**src/rtl/can_acc_pkg.sv**
```systemverilog
package can_acc_pkg;

  typedef enum logic [1:0] {
    RXM_ANY = 2'b00,
    RXM_STD = 2'b01,
    RXM_EXT = 2'b10,
    RXM_ALL = 2'b11
  } rx_mode_e;

  // Does the receive mode let this frame type through the filters?
  function automatic logic mode_allows(rx_mode_e mode, logic ext);
    case (mode)
      RXM_STD: return !ext;
      RXM_EXT: return ext;
      default: return 1'b1;
    endcase
  endfunction

endpackage

```
**src/rtl/can_id_match.sv**
```systemverilog
module can_id_match #(
  parameter int BASE_W = 11,
  parameter int EXT_W  = 18,
  localparam int ID_W  = BASE_W + EXT_W
) (
  input  logic [ID_W-1:0] id_i,
  input  logic            ext_i,
  input  logic [ID_W-1:0] filt_i,
  input  logic            filt_ext_i,
  input  logic [ID_W-1:0] mask_i,
  output logic            hit_o
);

  // Masked difference; standard frames look only at the base field.
  function automatic logic id_cmp(logic [ID_W-1:0] id, logic ext,
                                  logic [ID_W-1:0] filt, logic fext,
                                  logic [ID_W-1:0] mask);
    logic [ID_W-1:0] diff;
    diff = (id ^ filt) & mask;
    if (fext != ext) return 1'b0;
    if (ext)         return (diff == '0);
    return (diff[ID_W-1 -: BASE_W] == '0);
  endfunction

  assign hit_o = id_cmp(id_i, ext_i, filt_i, filt_ext_i, mask_i);

endmodule

```
**src/rtl/can_prio_pick.sv**
```systemverilog
module can_prio_pick #(
  parameter int N = 2,
  parameter int W = 3
) (
  input  logic [N-1:0] hits_i,
  output logic         any_o,
  output logic [W-1:0] idx_o
);

  // Lowest set index wins; zero when nothing hits.
  always_comb begin
    any_o = |hits_i;
    idx_o = '0;
    for (int i = N - 1; i >= 0; i--) begin
      if (hits_i[i]) idx_o = W'(i);
    end
  end

endmodule

```
**src/rtl/can_route.sv**
```systemverilog
module can_route #(
  parameter int W = 3
) (
  input  logic         acc0_i,
  input  logic         acc1_i,
  input  logic [W-1:0] hit0_i,
  input  logic [W-1:0] hit1_i,
  input  logic         full0_i,
  input  logic         full1_i,
  input  logic         roll_i,
  output logic         ld_o,
  output logic         ld_buf_o,
  output logic [W-1:0] ld_hit_o,
  output logic         ov0_o,
  output logic         ov1_o
);

  always_comb begin
    ld_o     = 1'b0;
    ld_buf_o = 1'b0;
    ld_hit_o = '0;
    ov0_o    = 1'b0;
    ov1_o    = 1'b0;
    if (acc0_i) begin
      if (!full0_i) begin
        ld_o     = 1'b1;
        ld_hit_o = hit0_i;
      end else if (roll_i) begin
        if (!full1_i) begin
          ld_o     = 1'b1;
          ld_buf_o = 1'b1;
          ld_hit_o = hit0_i;
        end else begin
          ov1_o = 1'b1;
        end
      end else begin
        ov0_o = 1'b1;
      end
    end else if (acc1_i) begin
      if (!full1_i) begin
        ld_o     = 1'b1;
        ld_buf_o = 1'b1;
        ld_hit_o = hit1_i;
      end else begin
        ov1_o = 1'b1;
      end
    end
  end

endmodule

```
**src/rtl/can_accept_filter.sv**
```systemverilog
module can_accept_filter
  import can_acc_pkg::*;
#(
  parameter int BASE_W = 11,
  parameter int EXT_W  = 18,
  parameter int NF0    = 2,
  parameter int NF1    = 4,
  localparam int ID_W  = BASE_W + EXT_W,
  localparam int NF    = NF0 + NF1,
  localparam int HIT_W = $clog2(NF)
) (
  input  logic               clk,
  input  logic               rst_n,
  input  logic               frm_valid,
  input  logic [ID_W-1:0]    frm_id,
  input  logic               frm_ext,
  input  logic               buf0_full,
  input  logic               buf1_full,
  input  logic               rollover_en,
  input  logic [1:0]         rx_mode0,
  input  logic [1:0]         rx_mode1,
  input  logic [ID_W-1:0]    mask0,
  input  logic [ID_W-1:0]    mask1,
  input  logic [NF*ID_W-1:0] filt_id,
  input  logic [NF-1:0]      filt_ext,
  output logic               load_vld,
  output logic               load_buf,
  output logic [HIT_W-1:0]   load_hit,
  output logic               ovf0,
  output logic               ovf1
);

  logic [NF-1:0]    flt_hit;
  logic             any0, any1;
  logic [HIT_W-1:0] idx0, idx1, hit1_g;
  rx_mode_e         mode0, mode1;
  logic             acc0, acc1;
  logic             nx_ld, nx_buf, nx_ov0, nx_ov1;
  logic [HIT_W-1:0] nx_hit;

  for (genvar f = 0; f < NF; f++) begin : g_flt
    can_id_match #(.BASE_W(BASE_W), .EXT_W(EXT_W)) u_match (
      .id_i      (frm_id),
      .ext_i     (frm_ext),
      .filt_i    (filt_id[f*ID_W +: ID_W]),
      .filt_ext_i(filt_ext[f]),
      .mask_i    ((f < NF0) ? mask0 : mask1),
      .hit_o     (flt_hit[f])
    );
  end

  can_prio_pick #(.N(NF0), .W(HIT_W)) u_pick0 (
    .hits_i(flt_hit[NF0-1:0]), .any_o(any0), .idx_o(idx0)
  );
  can_prio_pick #(.N(NF1), .W(HIT_W)) u_pick1 (
    .hits_i(flt_hit[NF-1:NF0]), .any_o(any1), .idx_o(idx1)
  );

  assign hit1_g = idx1 + HIT_W'(NF0);
  assign mode0  = rx_mode_e'(rx_mode0);
  assign mode1  = rx_mode_e'(rx_mode1);

  // Group acceptance events, brought out for the checker.
  assign acc0 = frm_valid &&
                ((mode0 == RXM_ALL) || (any0 && mode_allows(mode0, frm_ext)));
  assign acc1 = frm_valid &&
                ((mode1 == RXM_ALL) || (any1 && mode_allows(mode1, frm_ext)));

  can_route #(.W(HIT_W)) u_route (
    .acc0_i  (acc0),
    .acc1_i  (acc1),
    .hit0_i  (idx0),
    .hit1_i  (hit1_g),
    .full0_i (buf0_full),
    .full1_i (buf1_full),
    .roll_i  (rollover_en),
    .ld_o    (nx_ld),
    .ld_buf_o(nx_buf),
    .ld_hit_o(nx_hit),
    .ov0_o   (nx_ov0),
    .ov1_o   (nx_ov1)
  );

  always_ff @(posedge clk or negedge rst_n) begin
    if (!rst_n) begin
      load_vld <= 1'b0;
      load_buf <= 1'b0;
      load_hit <= '0;
      ovf0     <= 1'b0;
      ovf1     <= 1'b0;
    end else begin
      load_vld <= nx_ld;
      load_buf <= nx_buf;
      load_hit <= nx_hit;
      ovf0     <= nx_ov0;
      ovf1     <= nx_ov1;
    end
  end

endmodule

```
**config.mk**
```make
export PLATFORM = sky130hd
export DESIGN_NAME = can_accept_filter
export DESIGN_NICKNAME = d
export VERILOG_FILES = /design/src/rtl/can_acc_pkg.sv /design/src/rtl/can_id_match.sv /design/src/rtl/can_prio_pick.sv /design/src/rtl/can_route.sv /design/src/rtl/can_accept_filter.sv
export SDC_FILE = /design/constraint.sdc
export NUM_CORES = 1
export LEC_CHECK = 0
export BUFFER_PORTS_ARGS = -buffer_cell sky130_fd_sc_hd__buf_2
export CAP_MARGIN = 10
export CORE_AREA = 2 2 111 113
export DETAILED_ROUTE_END_ITERATION = 8
export DIE_AREA = 0 0 113 115
export GPL_ROUTABILITY_DRIVEN = 0
export SYNTH_ARGS = -nofsm -noshare
export SYNTH_HDL_FRONTEND = slang
export SYNTH_SLANG_ARGS = --single-unit
```
**constraint.sdc**
```tcl
create_clock -name clk -period 0.8 [get_ports clk]
set_input_delay 0.16 -clock clk [delete_from_list [all_inputs] [get_ports clk]]
set_output_delay 0.16 -clock clk [all_outputs]
set_load 0.01 [all_outputs]
```
==> metrics.md <==
| Metric | Value |
|---|---|
| CP max-delay cell | `a221oi_1` |
| TritonCTS clock tree | `done` |
| Startpoint types | `primary input` |
| Pre-CTS WS | `-1.398 ns` |
| Seq/Total Area, Yosys | `between 5 and 6%` |
| EDFF count, synth | `0` |
| Min Tclk post-route | `about 1.8 ns` |
| DR vias/cell | `about 4.9` |
| Crit path top cell by count | `o21ai_2` |
| FF/Latch Area | `about 180 um2` |
| Final Cycle Share | `229.6%` |
| Final hold vios | `0` |
| Crit-path max FO | `5` |
| DRC viols | `20` |
| Nets | `about 960` |
| Synthesis Warnings | `0` |
| Routed Antenna Nets | `0` |
| Diode count | `0` |
| Std cell rows | `40` |
| Total track usage | `a little under 20%` |
| Hpwl dp | `approximately 13000 um` |
| Total grt overflow | `0` |
| Slew @ Worst Pin | `around 0.46 ns` |
| Worst Path Arrival | `1.96 ns` |
| Synth Register Bits | `7` |
| Finished Layout Cells | `a little over 800` |
| Die height | `~120 um` |
| Pin count of the biggest net entering global routing | `10` |
| Area Overhead vs Synth | `66.86%` |
| Number of port buffers | `~280` |
| Slew headroom | `between 60 and 70%` |
| Fraction of layout instances using a drive strength above 1 | `between 50% and 60%` |
| Initial Util | `26.24%` |
| Drt total wl | `about 14000 um` |
| Post-Syn Nets | `660` |
| Tot Pwr | `~4 mW` |
| H-tree depth | `1` |
| 1st-iter DRT viols | `164` |
| 1st-pass router iterations | `7` |
| Worst endpoint required time | `between 0.9 and 1 ns` |
| Wirelength per Cell | `between 15 and 20 um` |
| Ports | `between 200 and 300` |
| Critical path cell sequence | `buf_2 -> xor2_1 -> a22o_1 -> a221oi_1 -> and3_1 -> o21ai_2 -> nand4_1 -> o21ai_2 -> o41ai_2` |
| CTS clk-pin slew, worst paths | `~0.040 ns` |
| Hold/Removal Path Class | `in -> reg` |
| Fill cells | `between 1000 and 1500` |
| Leakage power | `approximately 2.7 nW` |
| Die X | `~110 um` |
| Power Density | `approximately 760 nW/um2` |
| RSZ-0062 raised after global routing | `true` |
| Crit-path max cell delay | `about 0.28 ns` |
| Max IR drop VDD | `~0.44 mV` |
| Outcome | `finished, violations left` |
| Clock root buffer | `clkbuf_16` |
| Fin. max-slew vios | `0` |
| Mapped Avg Cell Area | `roughly 8 um2` |
| Final Worst Setup Slack | `-1.037 ns` |
| Asr flop ratio synth | `between 90% and 100%` |
| CTS Buf Count | `3` |
| Area of the core | `roughly 12000 um2` |
| Max Cap Viol | `0` |
| Fmax achieved | `544.5 MHz` |
| DP Area | `4815 um2` |
| Clock sinks | `7` |
| Placed insts | `810` |
| Final setup fails | `14` |
| Failing checks | `DRC, setup timing` |
| Vias in the first global route | `roughly 4200` |
| First-pass GRT wire length | `just over 20000 um` |
| Final Cell Area | `between 5000 and 6000 um2` |
| Via count of the routed design | `approximately 4000` |
| Die area | `13000 um2` |
| Worst setup EP type | `flop` |
| Post-synth top flop | `dfrtp_1` |
| Setup CP Type | `in -> reg` |
| Multi-input logic area | `~2900 um2` |
| Cell Area, Synth | `3099 um2` |
| Initial antenna violation count | `0` |
| Yosys cell types | `40` |
| Clock tree buffer depth | `2` |
| Gate Count Post-Synth | `about 380` |
worst max-delay path, delay by kind of cell:
kind            cells  cell delay (ns)
xor+xnor            1             0.17
compound gates      5             1.04
simple gates        2             0.45
buf+inv             1             0.14
cell type report:
| cell class | instances | share of cell area, % |
|---|---|---|
| Inverter | 9 | 0.6533 |
| Timing Repair Buffer | 322 | 35.30 |
| Sequential cell | 7 | 3.387 |
| Clock buffer | 4 | 1.524 |
| Multi-Input combinational cell | 330 | 55.58 |
| Tap cell | 147 | 3.557 |
cells in the final DEF, fill, tap and decap left out, types with 3 or more instances in the layout:
| cell type | count |
|---|---|
| a221oi_2 | 3 |
| o211ai_1 | 3 |
| buf_2 | 265 |
| xor2_1 | 172 |
| o21ai_2 | 3 |
| nand4_1 | 14 |
| a22o_1 | 15 |
| a222oi_1 | 9 |
| a221oi_1 | 9 |
| buf_6 | 13 |
| ha_1 | 6 |
| nand2_1 | 9 |
| buf_4 | 40 |
| and3_1 | 3 |
| clkbuf_16 | 3 |
| a22oi_1 | 40 |
| dfrtp_1 | 7 |
| inv_1 | 9 |
| nor2_1 | 4 |
| a21oi_1 | 9 |
cells in the mapped netlist (3+ instances only):
library cell | count | area share [%]
xor2_1 | 174 | 49
a22oi_1 | 42 | 10
buf_2 | 22 | 3.6
a22o_1 | 15 | 4.2
nand4_1 | 14 | 2.8
a21oi_1 | 11 | 1.8
a221oi_1 | 11 | 3.1
a222oi_1 | 9 | 2.9
inv_1 | 9 | 1.1
nand2_1 | 9 | 1.1
dfrtp_1 | 7 | 5.7
ha_1 | 6 | 2.4
nor2_1 | 4 | 0.48
o21ai_1 | 4 | 0.65
a2111oi_0 | 3 | 0.85
and3_1 | 3 | 0.61
buf_4 | 3 | 0.73
clkbuf_1 | 3 | 0.36
o211ai_1 | 3 | 0.73
power by group:
group	switching, mW	internal, mW
logic	1.33	1.40
clock network	0.183	0.662
registers	0.00387	0.365
stage by stage:
step	setup TNS (ns)	hold slack, ns	util, %
2_1_floorplan	-6.112	-0.1356	-
3_3_place_gp	-9.217	-0.007682	40.76
3_5_place_dp	-9.516	-0.003599	40.76
4_1_cts	-7.908	0.1740	42.57
5_1_grt	-8.531	0.1848	43.78
6_report	-7.601	0.1741	43.78
kinds of logic after synthesis:
family | count (synthesis) | synth area share, %
and+or+nand+nor | 40 | 7.953
muxes | 1 | 0.3230
adders and majority gates | 6 | 2.422
DFF | 7 | 5.652
buffers and inverters | 39 | 6.257
AOI/OAI and AO/OA | 109 | 28.22
xor gates and xnor gates | 174 | 49.17
worst paths after layout:
path,startpoint,endpoint,cells after the start
max,frm_id[21],load_hit[0],9
min in group asynchronous,rst_n,load_buf,2
max in group asynchronous,rst_n,load_hit[1],2
min,buf1_full,ovf1,3
layer usage:
metal / up-vias / global-route usage, % / wire length [um]
met3: 16 / 2.003 / 1045
li1: 1962 / - / -
met4: 0 / 4.472 / 222
met1: 1849 / 19.03 / 4806
met5: - / 0 / 0
met2: 202 / 44.11 / 7896
flip-flops by register name (all words and copies together), names as in the netlist:
| signal | count |
|---|---|
| load_buf | 1 |
| load_hit | 3 |
| ovf1 | 1 |
| load_vld | 1 |
| ovf0 | 1 |
what timing repair did:
item                                   in CTS  in global routing
cloned                                      0                  0
endpoints found under the hold margin       7                  0
pin swaps                                  14                 10
hold buffers                                1                  0
resized for setup                          24                 30
buffers inserted                            3                  1
setup endpoints to repair                  14                 14
No activity file was read; power rests on OpenSTA's default activity.
